### src/rtl/rxq_pkg.sv
package rxq_pkg;
  localparam int CTL_EN    = 0;
  localparam int CTL_RXCLR = 1;
  localparam int CTL_TXCLR = 2;
  localparam int ERR_OVR   = 0;
  localparam int ERR_BRK   = 3;
  localparam logic [1:0] DMA_RX_MODE = 2'b10;

  // Status word: full forces the count field to zero.
  function automatic logic [8:0] pack_status(input logic [7:0] cnt, input logic full);
    return full ? 9'h100 : {1'b0, cnt};
  endfunction

  // Control read-back drops the self-clearing command bits.
  function automatic logic [7:0] ctl_keep(input logic [7:0] wv);
    logic [7:0] r;
    r = wv;
    r[CTL_RXCLR] = 1'b0;
    r[CTL_TXCLR] = 1'b0;
    return r;
  endfunction
endpackage

### src/rtl/rxq_ring.sv
module rxq_ring #(
  parameter int DEPTH = 16,
  parameter int W     = 8,
  localparam int AW   = (DEPTH > 1) ? $clog2(DEPTH) : 1,
  localparam int PW   = AW + 1
) (
  input  logic          clk,
  input  logic          rst_n,
  input  logic          flush,
  input  logic          push,
  input  logic          pop,
  input  logic [W-1:0]  wdata,
  output logic [W-1:0]  rdata,
  output logic [PW-1:0] fill,
  output logic          full,
  output logic          empty
);
  logic [W-1:0]  mem [DEPTH];
  logic [PW-1:0] wp, rp;

  // Pointers carry one extra wrap bit so full and empty differ.
  assign fill  = wp - rp;
  assign full  = (fill == PW'(DEPTH));
  assign empty = (fill == '0);
  assign rdata = mem[rp[AW-1:0]];

  always_ff @(posedge clk) begin
    if (push && !flush) mem[wp[AW-1:0]] <= wdata;
  end

  always_ff @(posedge clk or negedge rst_n) begin
    if (!rst_n) begin
      wp <= '0;
      rp <= '0;
    end else if (flush) begin
      wp <= '0;
      rp <= '0;
    end else begin
      if (push) wp <= wp + 1'b1;
      if (pop)  rp <= rp + 1'b1;
    end
  end


  fill_bound_chk: assert property (@(posedge clk) disable iff (!rst_n)
    fill <= PW'(DEPTH));

  no_write_when_full_chk: assert property (@(posedge clk) disable iff (!rst_n)
    full && !pop |-> !push);

  same_cycle_fill_chk: assert property (@(posedge clk) disable iff (!rst_n)
    push && pop && !flush |=> fill == $past(fill));

  flush_empties_chk: assert property (@(posedge clk) disable iff (!rst_n)
    flush |=> empty);
endmodule

### src/rtl/rxq_errlog.sv
module rxq_errlog
  import rxq_pkg::*;
(
  input  logic       clk,
  input  logic       rst_n,
  input  logic       set_ovr,
  input  logic       set_brk,
  input  logic       rd,
  output logic [3:0] bits
);
  logic [3:0] raise;

  always_comb begin
    raise = '0;
    raise[ERR_OVR] = set_ovr;
    raise[ERR_BRK] = set_brk;
  end

  // Clear-on-read; a same-cycle new error survives.
  always_ff @(posedge clk or negedge rst_n) begin
    if (!rst_n) bits <= '0;
    else        bits <= (rd ? 4'h0 : bits) | raise;
  end


  read_clears_chk: assert property (@(posedge clk) disable iff (!rst_n)
    rd && !set_ovr && !set_brk |=> bits == 4'h0);

  break_sticks_chk: assert property (@(posedge clk) disable iff (!rst_n)
    set_brk |=> bits[ERR_BRK]);
endmodule

### src/rtl/uart_rx_queue.sv
module uart_rx_queue
  import rxq_pkg::*;
#(
  parameter int DEPTH = 16,
  localparam int AW   = (DEPTH > 1) ? $clog2(DEPTH) : 1,
  localparam int PW   = AW + 1
) (
  input  logic       clk,
  input  logic       rst_n,
  input  logic       ctl_wr,
  input  logic [7:0] ctl_wdata,
  output logic [7:0] ctl_rdata,
  output logic       tx_flush,
  input  logic [1:0] dma_mode,
  input  logic       rx_valid,
  input  logic [7:0] rx_byte,
  input  logic       rx_break,
  input  logic       data_rd,
  output logic [7:0] data_rdata,
  input  logic       err_rd,
  output logic [3:0] err_rdata,
  output logic [8:0] stat_word,
  output logic       data_ready,
  output logic       err_irq_req,
  output logic       dma_busy
);
  logic [7:0]    ctl_q, hold_q, in_byte, head;
  logic [PW-1:0] fill;
  logic          full, empty, fifo_en;
  logic          rx_flush, arrive, pop_ev, accept_ev, drop_ev, empty_rd_ev;

  assign fifo_en     = ctl_q[CTL_EN];
  assign rx_flush    = ctl_wr && ctl_wdata[CTL_RXCLR];
  assign arrive      = rx_valid || rx_break;
  assign in_byte     = rx_break ? 8'h00 : rx_byte;
  assign pop_ev      = fifo_en && data_rd && !empty;
  assign empty_rd_ev = fifo_en && data_rd && empty;
  assign accept_ev   = fifo_en && arrive && !rx_flush && (!full || pop_ev);
  assign drop_ev     = fifo_en && arrive && !rx_flush && full && !pop_ev;

  rxq_ring #(.DEPTH(DEPTH), .W(8)) u_ring (
    .clk(clk), .rst_n(rst_n), .flush(rx_flush), .push(accept_ev), .pop(pop_ev),
    .wdata(in_byte), .rdata(head), .fill(fill), .full(full), .empty(empty)
  );

  rxq_errlog u_err (
    .clk(clk), .rst_n(rst_n), .set_ovr(drop_ev), .set_brk(rx_break),
    .rd(err_rd), .bits(err_rdata)
  );

  always_ff @(posedge clk or negedge rst_n) begin
    if (!rst_n) begin
      ctl_q       <= '0;
      tx_flush    <= 1'b0;
      hold_q      <= '0;
      data_ready  <= 1'b0;
      err_irq_req <= 1'b0;
    end else begin
      if (ctl_wr) ctl_q <= ctl_keep(ctl_wdata);
      tx_flush    <= ctl_wr && ctl_wdata[CTL_TXCLR];
      err_irq_req <= drop_ev || empty_rd_ev;
      if (fifo_en) begin
        if (rx_flush)                              data_ready <= 1'b0;
        else if (accept_ev)                        data_ready <= 1'b1;
        else if (pop_ev && fill == PW'(1))         data_ready <= 1'b0;
      end else begin
        if (arrive) begin
          hold_q     <= in_byte;
          data_ready <= 1'b1;
        end else if (data_rd) begin
          data_ready <= 1'b0;
        end
      end
    end
  end

  assign ctl_rdata  = ctl_q;
  assign data_rdata = fifo_en ? (empty ? 8'h00 : head) : hold_q;
  assign stat_word  = pack_status(8'(fill), full);
  assign dma_busy   = (dma_mode == DMA_RX_MODE) && empty;


  empty_read_req_chk: assert property (@(posedge clk) disable iff (!rst_n)
    fifo_en && data_rd && stat_word == 9'h000 |=> err_irq_req);

  dma_busy_empty_chk: assert property (@(posedge clk) disable iff (!rst_n)
    dma_busy |-> stat_word == 9'h000);

  last_read_drops_ready_chk: assert property (@(posedge clk) disable iff (!rst_n)
    pop_ev && fill == PW'(1) && !accept_ev && !rx_flush |=> !data_ready);

  tx_flush_pulse_chk: assert property (@(posedge clk) disable iff (!rst_n)
    tx_flush && !(ctl_wr && ctl_wdata[CTL_TXCLR]) |=> !tx_flush);
endmodule

### config.mk
export PLATFORM = sky130hd
export DESIGN_NAME = uart_rx_queue
export DESIGN_NICKNAME = d
export VERILOG_FILES = /design/src/rtl/rxq_pkg.sv /design/src/rtl/rxq_ring.sv /design/src/rtl/rxq_errlog.sv /design/src/rtl/uart_rx_queue.sv
export SDC_FILE = /design/constraint.sdc
export NUM_CORES = 1
export LEC_CHECK = 0
export BUFFER_PORTS_ARGS = -buffer_cell sky130_fd_sc_hd__clkbuf_2
export CAP_MARGIN = 5
export CORE_UTILIZATION = 40
export CTS_CLUSTER_DIAMETER = 150
export DETAILED_ROUTE_END_ITERATION = 16
export HOLD_SLACK_MARGIN = 0.06
export MAX_ROUTING_LAYER = met4
export PLACE_DENSITY_LB_ADDON = 0.15
export SLEW_MARGIN = 20
export SYNTH_ARGS = -nofsm -noshare
export SYNTH_HDL_FRONTEND = slang
export SYNTH_SLANG_ARGS = --single-unit
### constraint.sdc
create_clock -name clk -period 5.4 [get_ports clk]
set_input_delay 0.54 -clock clk [delete_from_list [all_inputs] [get_ports clk]]
set_output_delay 0.54 -clock clk [all_outputs]
set_load 0.01 [all_outputs]
==> impl_results.md, run 1 <==
* Outcome: finished clean
* Placer Congestion at 0.791
* Finished Core Util at 0.475
* Placement Setup Slack at 1830 ps
* Critical path buffers and inverters at 3
* Max Cap Viol at 0
* Die area at 0.0174 mm²
* Placed Cells at 632
* Worst hold path type: primary input to async pin
* CTS Buffer Depth at 2
* Post-synthesis sequential area ratio at 0.678
* RSZ-0062 raised after global routing: no
* Clock latency on the worst-skew pair at 420 ps
* Crit path max fanout at 36
* CP Data Required Time at 4860 ps
* Final HPWL DP at 8.97 mm
* Leakage power total at 2.86 nW
* Critical Path Source Type: flip-flop
* Worst Setup Path Type: flip-flop to output port
* Drt wl/cell at 20.1 µm
* Critical Path Max Stage Delay at 520 ps
* Hold_buf cts at 0
* Slowest CP cell: o21ai_2
* Syn Inst Count at 378
* Total Wirelength at 13.3 mm
* Initial DRC count at 226
* Largest net degree at the start of global routing at 37
* Slew Viols, Final at 0
* Count leader, synth: edfxtp_1
* Number of iterations in the first detailed-routing pass at 4
* Setup crit end kind: output port
* Final Hold Vio Count at 0
* Die span in y at 132 µm
* Headroom to the max-slew limit at 0.456
* Highest Clock Rate at 255 MHz
* Clock power frac at 0.346
* Post-synth top flop: edfxtp_1
* Top post-synthesis cells by count: edfxtp_1, mux4_2, dfrtp_1, inv_1, clkbuf_1
* Switching part of the total at 0.287
* Synth area leaders: edfxtp_1, mux4_2, dfrtp_1
* IO buf count at 50
* Crit-path cells: buf_4 > inv_1 > fa_1 > xor2_1 > nor4_2 > mux2i_4 > o21ai_2 > o22ai_1 > clkbuf_2
* Combinational power share at 0.273
* Post-Syn Area at 0.00674 mm²
* Clock transition at the registers of the reported paths at 60 ps
* Global-route wire length before repair at 20.8 mm
* Vias in the first global route at 3459
* Post CTS Setup Buffer Count at 0
* Number of flops mapped to enable cells by yosys at 128
* Rows at 47
* Worst-Margin Slew at 816 ps
* Fraction of layout cells with a size suffix above 1 at 0.363
* CTS sink cnt at 157
* Congestion Overflow GR at 0
* Power per cell area at 479 mW/mm²
* Post-route ant nets at 0
* Total negative slack at 0 ps
* Worst Skew at 7.87 ps
* Vias per inst at 5.17
* Pwr Total at 3.76 mW
* Arrival @ worst endpoint at 3390 ps
* Pint at 2.68 mW
* Syn. warnings at 0
* Final #Nets at 466
* Inserted Clock Buffers at 17
* Yosys top cell by area: edfxtp_1
* Area Overhead vs Synth at 16.5%
* Post-Syn Area per Cell at 17.8 µm²
* Seq pwr share at 0.381
* DRC viols at 0
* Area share of the largest cell type after synthesis at 0.570
* Root cell of the clock tree: clkbuf_16
* Initial antenna violation count at 0
* Filler instances at 1424
* Final setup viols at 0
* R2r setup slk at 1820 ps
* # H-tree levels at 4
* Fraction of registers with async set/reset at 0.185
* Tcrit/Tclk final at 0.727
* Core area at 0.0165 mm²
* Psw at 1.08 mW
* Top-level port count at 58
* Total track usage at 0.169
* FF+latch count, synth at 157
* Post-CTS Resized at 0
* Ant diodes at 0
* Delay-heaviest family, CP: buffers and inverters
* Final worst-path setup slack at 1470 ps
* Final Non-Filler Cells at 664
* Synth cell types at 47
* Die W at 132 µm
* Post-route minimum period at 3930 ps
* VDD IR max at 0.000232 V
* DR vias at 3433
* CTS tree: yes
* Starting density of the core at 0.408
[per-layer routing]
| layer | routed length [µm] | vias up | GRT usage |
|---|---|---|---|
| li1 | - | 1573 | - |
| met3 | 462 | 12 | 0.0377 |
| met5 | 0 | - | - |
| met4 | 189 | 0 | 0.0588 |
| met1 | 6550 | 1771 | 0.238 |
| met2 | 6120 | 77 | 0.243 |
[path summary, 6_finish.rpt]
check                                          from                          to  depth (start not counted)
setup reg to reg           u_ring.rp[1]$_DFFE_PN0P_  u_ring.mem[4][0]$_DFFE_PP_                         10
setup / recovery           u_ring.rp[1]$_DFFE_PN0P_               data_rdata[1]                          9
hold / removal                                rst_n    ctl_rdata[7]$_DFFE_PN0P_                          1
max in group asynchronous                     rst_n    u_ring.rp[0]$_DFFE_PN0P_                          1
min in group clk                       ctl_wdata[2]          tx_flush$_DFF_PN0_                          2
hold reg to reg             u_err.bits[3]$_DFF_PN0_     u_err.bits[3]$_DFF_PN0_                          1
[power groups by stage]
stage / Clock [mW] / Sequential, mW / Combinational (mW)
after CTS: 1.32 / 1.43 / 1.04
after global routing: 1.38 / 1.44 / 1.12
after detailed placement: 0 / 1.46 / 1.04
after floorplan: 0 / 1.44 / 0.767
after global placement: 0 / 1.45 / 1.03
final: 1.30 / 1.43 / 1.03
[placed cells by master, fill, tap and decap left out, types with 9 or more instances in the layout]
cell and instances:
clkbuf_16 17, clkbuf_2 50, dfrtp_1 28, ha_1 9, nor2_1 9, edfxtp_1 128, inv_1 26, nand2_1 10
mux2_2 14, mux4_2 40
[through the flow]
step / area [µm²] / hold WS [ps]
floorplan: 6760 / 244
global placement: 7190 / 462
detailed placement: 7190 / 471
CTS: 7840 / 231
global route: 7850 / 266
finish: 7850 / 203
[layout make-up]
| class | instances | area (µm²) | share of cell area |
|---|---|---|---|
| flip-flops and latches | 157 | 4570 | 0.582 |
| multi-input cells | 172 | 1970 | 0.250 |
| clock buffers | 19 | 433 | 0.0551 |
| repair buffers | 56 | 295 | 0.0376 |
| well taps | 220 | 275 | 0.0351 |
| clock inverters | 13 | 210 | 0.0268 |
| inverters | 27 | 101 | 0.0129 |
[sequential cells by signal, indices dropped and copies added, names as in the netlist]
| register | count |
|---|---|
| ctl_rdata | 6 |
| tx_flush | 1 |
| hold_q | 8 |
| u_ring.mem | 128 |
| u_ring.wp | 5 |
| u_err.bits | 2 |
| err_irq_req | 1 |
| data_ready | 1 |
| u_ring.rp | 5 |
[kinds of logic (layout without fill, tap and decap cells)]
kind of cell,Yosys count,after routing,share of synthesized area
DFF,157,157,0.678
and+or+nand+nor,62,62,0.0605
muxes,59,59,0.166
buffers and inverters,55,115,0.0364
AOI/OAI and AO/OA,25,25,0.0267
adders and majority gates,10,10,0.0197
xor gates and xnor gates,9,9,0.0117
other,1,7,0.000556
Note: power is estimated with default switching activity, not from simulation.
==> run 2: changes to the inputs <==
--- a/config.mk
+++ b/config.mk
@@ -5,6 +5,7 @@
 export SDC_FILE = /design/constraint.sdc
 export NUM_CORES = 1
 export LEC_CHECK = 0
+export ABC_AREA = 1
 export BUFFER_PORTS_ARGS = -buffer_cell sky130_fd_sc_hd__clkbuf_2
 export CAP_MARGIN = 5
 export CORE_UTILIZATION = 40
==> constraint.sdc (replaced) <==
create_clock -name clk -period 3.45 [get_ports clk]
set_input_delay 0.345 -clock clk [delete_from_list [all_inputs] [get_ports clk]]
set_output_delay 0.345 -clock clk [all_outputs]
set_load 0.01 [all_outputs]
==> run 2 against run 1 <==
  * Clock-buffer cell count rose by 5
  * Sequential power rose by 53%
  * Hold slack got worse by 98 ps
  * Total power rose by 53%
  * Core utilization rose by 1.3 points
  * Largest cell class unchanged
==> impl_results.md, run 2 <==
* Slew Viols, Final at 0 (unchanged)
* Initial antenna violation count at 1 (+1)
* M3 GR Usage at 0.0423 (+0.00465)
* Initial DRC count at 352 (+56%)
* DR vias at 4731 (+38%)
* CTS Buffer Depth at 2 (unchanged)
* Root cell of the clock tree: clkbuf_16
* Hold WS at 105 ps (-98.4 ps)
* Filler instances at 1509 (+6.0%)
* CTS tree: yes
* Worst Skew at 8.86 ps (+0.989 ps)
* Outcome: finished clean
* Worst Setup Path Type: flip-flop to output port
* Placer Congestion at 0.886 (+12%)
* Max reg flops at 128 (unchanged)
* Clock latency on the worst-skew pair at 430 ps (about the same)
* Syn Inst Count at 615 (+63%)
* Final Hold Vio Count at 0 (unchanged)
* Yosys top cell by area: edfxtp_1
* Final setup viols at 0 (unchanged)
* Post-Syn Area per Cell at 11.3 µm² (-37%)
* Fraction of layout cells with a size suffix above 1 at 0.215 (-0.148)
* Setup crit end kind: output port
* Post-synth top flop: edfxtp_1
* Starting density of the core at 0.415 (+0.00756)
* Global route hottest layer: met2
* Total negative slack at 0 ps (unchanged)
* Grt met1 use at 0.270 (+0.0318)
* Synth cell types at 46 (-2.1%)
* Crit path max fanout at 13 (-64%)
* VDD IR max at 0.000549 V (+140%)
* Number of flops mapped to enable cells by yosys at 128 (unchanged)
* Area Overhead vs Synth at 17.6%
* Post-route ant nets at 0 (unchanged)
* Total Wirelength at 16.8 mm (+26%)
* Ant diodes at 0 (unchanged)
* Arrival @ worst endpoint at 2840 ps (-550 ps)
* Delay-heaviest family, CP: flip-flops
* Critical Path Max Stage Delay at 620 ps (+100 ps)
* Area share of the largest cell type after synthesis at 0.552 (-0.0182)
* # H-tree levels at 4 (unchanged)
* Count leader, synth: nand2_1
* Die W at 134 µm (+1.6%)
* Most frequent cells in the layout: nand2_1, edfxtp_1, nand3_1, clkbuf_2, nor2_1
* Grt met2 use at 0.317 (+0.0747)
* Post-route minimum period at 3190 ps
* DRC viols at 0 (unchanged)
* IO buf count at 50 (unchanged)
* Vias in the first global route at 4701 (+36%)
* Max Cap Viol at 0 (unchanged)
* DP Area at 0.00755 mm² (+5.0%)
* Largest net degree at the start of global routing at 44 (+19%)
* Top post-synthesis cells by count: nand2_1, edfxtp_1, nand3_1, nor2_1, inv_1
* Rows at 47 (unchanged)
* Commonest non-fill, non-tap cell in the layout: nand2_1
* Tcrit/Tclk final at 0.924
* Global-route wire length before repair at 26.4 mm (+27%)
* Design area at 0.00819 mm² (+4.3%)
* Post-synthesis sequential area ratio at 0.656 (-0.0217)
* Inserted Clock Buffers at 17 (unchanged)
* Crit-path cells: clkinv_1 > ha_1 > a21oi_1 > nand3_1 > nand2_1 > nand3_4 > nor2_4 > inv_8 > nand2_2 > o22ai_1 > clkbuf_2
* CP Data Required Time at 3110 ps (-1750 ps)
* Critical path buffers and inverters at 3 (unchanged)
* Seq. cell area at 0.00457 mm² (unchanged)
* Synth area leaders: edfxtp_1, dfrtp_1, nand2_1
* Final HPWL DP at 11.1 mm (+24%)
* Headroom to the max-slew limit at 0.373 (-0.0833)
* RSZ-0062 raised after global routing: no
* Die area at 0.0179 mm² (+3.3%)
* Leakage power total at 3.27 nW (+15%)
* Final #Nets at 720 (+55%)
* Power per cell area at 703 mW/mm² (+47%)
* Core area at 0.0168 mm² (+1.4%)
* FF+latch count, synth at 157 (unchanged)
* Number of iterations in the first detailed-routing pass at 4 (unchanged)
* Total track usage at 0.207 (+0.0380)
* Post-Syn Area at 0.00696 mm² (+3.3%)
* Slowest CP cell: dfrtp_1
* Finished Core Util at 0.489 (+0.0134)
* Drt wl/cell at 18.3 µm (-8.9%)
* Worst hold path type: primary input to flip-flop
* Area of the multi-input gates at 0.00207 mm² (+5.3%)
* Die span in y at 134 µm (+1.6%)
* Worst-Margin Slew at 940 ps (+124 ps)
* Clock transition at the registers of the reported paths at 60 ps (about the same)
* Fraction of registers with async set/reset at 0.185 (unchanged)
* Critical Path Source Type: flip-flop
* Top-level port count at 58 (unchanged)
* Congestion Overflow GR at 0 (unchanged)
* CTS sink cnt at 157 (unchanged)
* Vias per inst at 5.15 (-0.32%)
* Highest Clock Rate at 314 MHz
* Syn. warnings at 0 (unchanged)
-- run 2: changes by cell type in the layout (fill, tap and decap cells not counted), sizes merged, moves of 8 or more --
cell / before / now
nand3: 1 / 67
nor2: 9 / 47
nor2b: 8 / 0
nand2: 10 / 149
mux2: 14 / 5
o21ai: 1 / 27
a32o: 1 / 12
a21oi: 5 / 28
mux4: 40 / 0
inv: 31 / 46
buf: 6 / 28
-- run 2: layer usage --
| layer | vias up | wire, µm |
|---|---|---|
| met5 | - | 0 |
| met4 | 0 | 372 |
| met3 | 27 | 694 |
| met2 | 104 | 8010 |
| met1 | 2324 | 7710 |
| li1 | 2276 | - |
-- run 2: timing repair --
item,in CTS,in global routing
endpoints found under the hold margin,29,0
hold buffers,1,0
gates resized for setup,0,0
setup endpoints to repair,0,0
buffers inserted,0,0
-- run 2: logic make-up (layout without fill, tap and decap cells) --
kind of cell    after synthesis  in the layout  share of synthesized area
mux                           5              5                    0.00809
flops                       157            157                      0.656
compound gates               89             89                     0.0830
fa+ha+maj                    10             10                     0.0191
other cells                   1              7                   0.000539
simple gates                268            268                      0.171
buf+inv                      77            154                     0.0503
xor+xnor                      8              8                     0.0111
-- run 2: metrics by stage --
stage | power (mW) | worst slack, ps | cells
final | 5.76 | 263 | 918
after global placement | 3.86 | 614 | 885
after CTS | 5.80 | 242 | 918
after detailed placement | 3.88 | 497 | 885
after floorplan | 3.36 | 766 | 621
after global routing | 6.04 | 131 | 918
-- run 2: report_power, final --
group | total (mW) | internal [mW] | switching [mW] | leakage, nW
Clock | 1.92 | 1.17 | 0.752 | 0.317
Combinational | 1.64 | 0.550 | 1.09 | 1.42
Sequential | 2.19 | 2.14 | 0.0553 | 1.54
-- run 2: path summary, 6_finish.rpt --
kind | from | endpoint | slack [ps] | cells after the start
max | u_ring.rp[2]$_DFFE_PN0P_ | data_rdata[5] | 260 | 11
min | ctl_wdata[2] | tx_flush$_DFF_PN0_ | 100 | 3
max reg2reg | u_ring.rp[2]$_DFFE_PN0P_ | u_ring.mem[4][5]$_DFFE_PP_ | 450 | 11
min reg2reg | data_ready$_DFFE_PN0P_ | data_ready$_DFFE_PN0P_ | 480 | 2
max in group asynchronous | rst_n | u_ring.rp[0]$_DFFE_PN0P_ | 2380 | 2
min in group asynchronous | rst_n | tx_flush$_DFF_PN0_ | 520 | 2
-- run 2: worst register-to-register path, cell delays in order, from the launching register on --
cell      delay [ps]
dfrtp_1          620
clkinv_1         170
ha_1             410
a21oi_1          240
nand3_1          130
nand2_1          110
nor2_2            40
nand4_2           90
nand2_4           90
inv_4            120
nand2_2           90
nor2_1           510
-- run 2: area by class of cell --
cell class / instances / share of cell area
Clock buffer: 24 / 0.0698
Multi-Input combinational cell: 387 / 0.253
Tap cell: 220 / 0.0336
Sequential cell: 157 / 0.558
Timing Repair Buffer: 79 / 0.0574
Inverter: 43 / 0.0209
Clock inverter: 8 / 0.00703
==> run 3: changes to the inputs <==
--- a/config.mk
+++ b/config.mk
@@ -8,11 +8,11 @@
 export ABC_AREA = 1
 export BUFFER_PORTS_ARGS = -buffer_cell sky130_fd_sc_hd__clkbuf_2
 export CAP_MARGIN = 5
+export CORE_ASPECT_RATIO = 0.8
 export CORE_UTILIZATION = 40
 export CTS_CLUSTER_DIAMETER = 150
 export DETAILED_ROUTE_END_ITERATION = 16
 export HOLD_SLACK_MARGIN = 0.06
-export MAX_ROUTING_LAYER = met4
 export PLACE_DENSITY_LB_ADDON = 0.15
 export SLEW_MARGIN = 20
 export SYNTH_ARGS = -nofsm -noshare
==> run 3 against run 2 <==
  * Register-to-register slack got worse by 90 ps
  * Core utilization decreased by 0.47 points
  * Clock power is 6% lower
  * Sequential share of layout area is 0.53 points higher
  * Via count hardly changed
  * Highest routed layer unchanged
==> impl_results.md, run 3 (synthesis gave the netlist of run 2 again) <==
* Worst R2R Path Depth at 11 (unchanged)
* Global-route wire length before repair at 26.2 mm (-0.57%)
* Slowest CP cell: dfrtp_1
* Final Hold Vio Count at 0 (unchanged)
* Arrival @ worst endpoint at 2850 ps (about the same)
* Hold Crit Depth at 3 (unchanged)
* DR vias at 4727 (-0.085%)
* Worst hold path type: primary input to flip-flop
* Worst Hold Launch: ctl_wdata[2]
* Worst Setup Path Type: flip-flop to output port
* Most frequent cells in the layout: nand2_1, edfxtp_1, nand3_1, clkbuf_2, nor2_1
* Crit path max fanout at 13 (unchanged)
* Total track usage at 0.201 (-0.00633)
* Die area at 0.0179 mm² (about the same)
* DP Area at 0.00753 mm² (-0.27%)
* Power per cell area at 695 mW/mm² (-1.2%)
* # H-tree levels at 4 (unchanged)
* Placed Cells at 882 (-0.34%)
* Clock latency on the worst-skew pair at 420 ps (about the same)
* Clock transition at the registers of the reported paths at 70 ps (about the same)
* Crit Reg-Reg Endpoint: u_ring.mem[6][1]$_DFFE_PP_
* Highest Clock Rate at 313 MHz (-0.17%)
* Outcome: finished clean
* Number of iterations in the first detailed-routing pass at 4 (unchanged)
* Vias per inst at 5.17 (+0.24%)
* Design area at 0.00811 mm² (-0.93%)
* Core area at 0.0168 mm² (about the same)
* Rows at 42 (-11%)
* IO buf count at 50 (unchanged)
* Total negative slack at 0 ps (unchanged)
* R2r setup slk at 360 ps (-90 ps)
* Initial antenna violation count at 1 (unchanged)
* Delay-heaviest family, CP: flip-flops
* Post-route minimum period at 3190 ps (+5.41 ps)
* RSZ-0062 raised after global routing: no
* Root cell of the clock tree: clkbuf_16
* Vias in the first global route at 4594 (-2.3%)
* Congestion Overflow GR at 0 (unchanged)
* DRC viols at 0 (unchanged)
* Slew Viols, Final at 0 (unchanged)
* Worst Setup SP: u_ring.rp[2]$_DFFE_PN0P_
* Worst-Margin Slew at 945 ps (+4.81 ps)
* Crit-path cells: clkinv_1 > ha_1 > a21oi_1 > nand3_1 > nand2_1 > nand3_4 > nor2_4 > inv_8 > nand2_2 > o22ai_1 > clkbuf_2
* Inserted Clock Buffers at 17 (unchanged)
* WHS Endpoint: tx_flush$_DFF_PN0_
* Final setup viols at 0 (unchanged)
* CTS Buffer Depth at 2 (unchanged)
* Critical Path Max Stage Delay at 630 ps (about the same)
* VDD IR max at 0.000368 V (-33%)
* Die W at 149 µm (+12%)
* Finished Core Util at 0.484 (-0.00466)
* Starting density of the core at 0.415 (about the same)
* Area Overhead vs Synth at 16.5%
* Final HPWL DP at 10.9 mm (-2.0%)
* Setup crit end kind: output port
* Largest net degree at the start of global routing at 68 (+55%)
* Post-route ant nets at 0 (unchanged)
* Placer Congestion at 0.861 (-2.8%)
* Leakage power total at 3.22 nW (-1.8%)
* CP Data Required Time at 3110 ps (about the same)
* Total Wirelength at 16.7 mm (-0.69%)
* CTS tree: yes
* Filler instances at 1512 (+0.20%)
* RR Startpoint: u_ring.rp[2]$_DFFE_PN0P_
* Drt wl/cell at 18.2 µm (-0.36%)
* Tcrit/Tclk final at 0.925 (+0.00157)
* Critical path buffers and inverters at 3 (unchanged)
* Worst Skew at 7.79 ps (-1.07 ps)
* Die span in y at 120 µm (-10%)
* Final Non-Filler Cells at 915 (-0.33%)
* Max Cap Viol at 0 (unchanged)
* Post CTS Setup Buffer Count at 0 (unchanged)
* CTS sink cnt at 157 (unchanged)
* Ant diodes at 0 (unchanged)
* Top-level port count at 58 (unchanged)
* Critical Path Source Type: flip-flop
* Fraction of layout cells with a size suffix above 1 at 0.213 (-0.00195)
* Commonest non-fill, non-tap cell in the layout: nand2_1
* Max reg flops at 128 (unchanged)
* Initial DRC count at 310 (-12%)
* Headroom to the max-slew limit at 0.369 (-0.00321)
* Final #Nets at 717 (-0.42%)
[run 3: worst min-delay path, delay by kind of cell]
family,cells,cell delay (ps)
AND/OR/NAND/NOR,1,50
buffers and inverters,2,120
[run 3: per-layer routing]
layer  vias up  GRT usage  part of all wire
li1       2267          -                 -
met1      2334      0.294              0.48
met2       114      0.306              0.46
met3        12     0.0380             0.050
met4         0     0.0491            0.0089
met5         -          0                 0
[run 3: area by class of cell]
class | count | area (µm²) | share of cell area
clock buffers | 17 | 425 | 0.0524
repair buffers | 76 | 448 | 0.0552
clock inverters | 15 | 148 | 0.0182
well taps | 220 | 275 | 0.0339
inverters | 43 | 171 | 0.0211
multi-input cells | 387 | 2070 | 0.256
flip-flops and latches | 157 | 4570 | 0.563
[run 3: timing repair]
item                                    in CTS  in global routing
hold buffers                                 1                  0
resized for setup                            0                  0
hold endpoints to repair                    29                  0
endpoints found under the setup margin       0                  0
[run 3: stage by stage]
| stage | hold WS [ps] | setup WS [ps] | power [mW] |
|---|---|---|---|
| after global placement | 449 | 572 | 3.85 |
| after global routing | 123 | 86.9 | 5.93 |
| after CTS | 114 | 249 | 5.68 |
| after floorplan | 49.4 | 766 | 3.36 |
| final | 119 | 257 | 5.63 |
| after detailed placement | 470 | 415 | 3.87 |
[run 3: power by group]
group | internal, mW | switching (mW) | leakage [nW]
Sequential | 2.14 | 0.0517 | 1.54
Combinational | 0.546 | 1.09 | 1.40
Clock | 0.964 | 0.849 | 0.275
[run 3: how the worst max path moves through the flow]
| stage | end | slack [ps] | cells after the start |
|---|---|---|---|
| 2_1_floorplan | u_ring.mem[3][0]$_DFFE_PP_ | 770 | 10 |
| 6_report | data_rdata[0] | 260 | 11 |
| 4_1_cts | data_rdata[0] | 250 | 11 |
| 3_3_place_gp | u_ring.mem[6][0]$_DFFE_PP_ | 570 | 11 |
| 3_5_place_dp | u_ring.mem[6][4]$_DFFE_PP_ | 410 | 11 |
| 5_1_grt | data_rdata[2] | 90 | 10 |
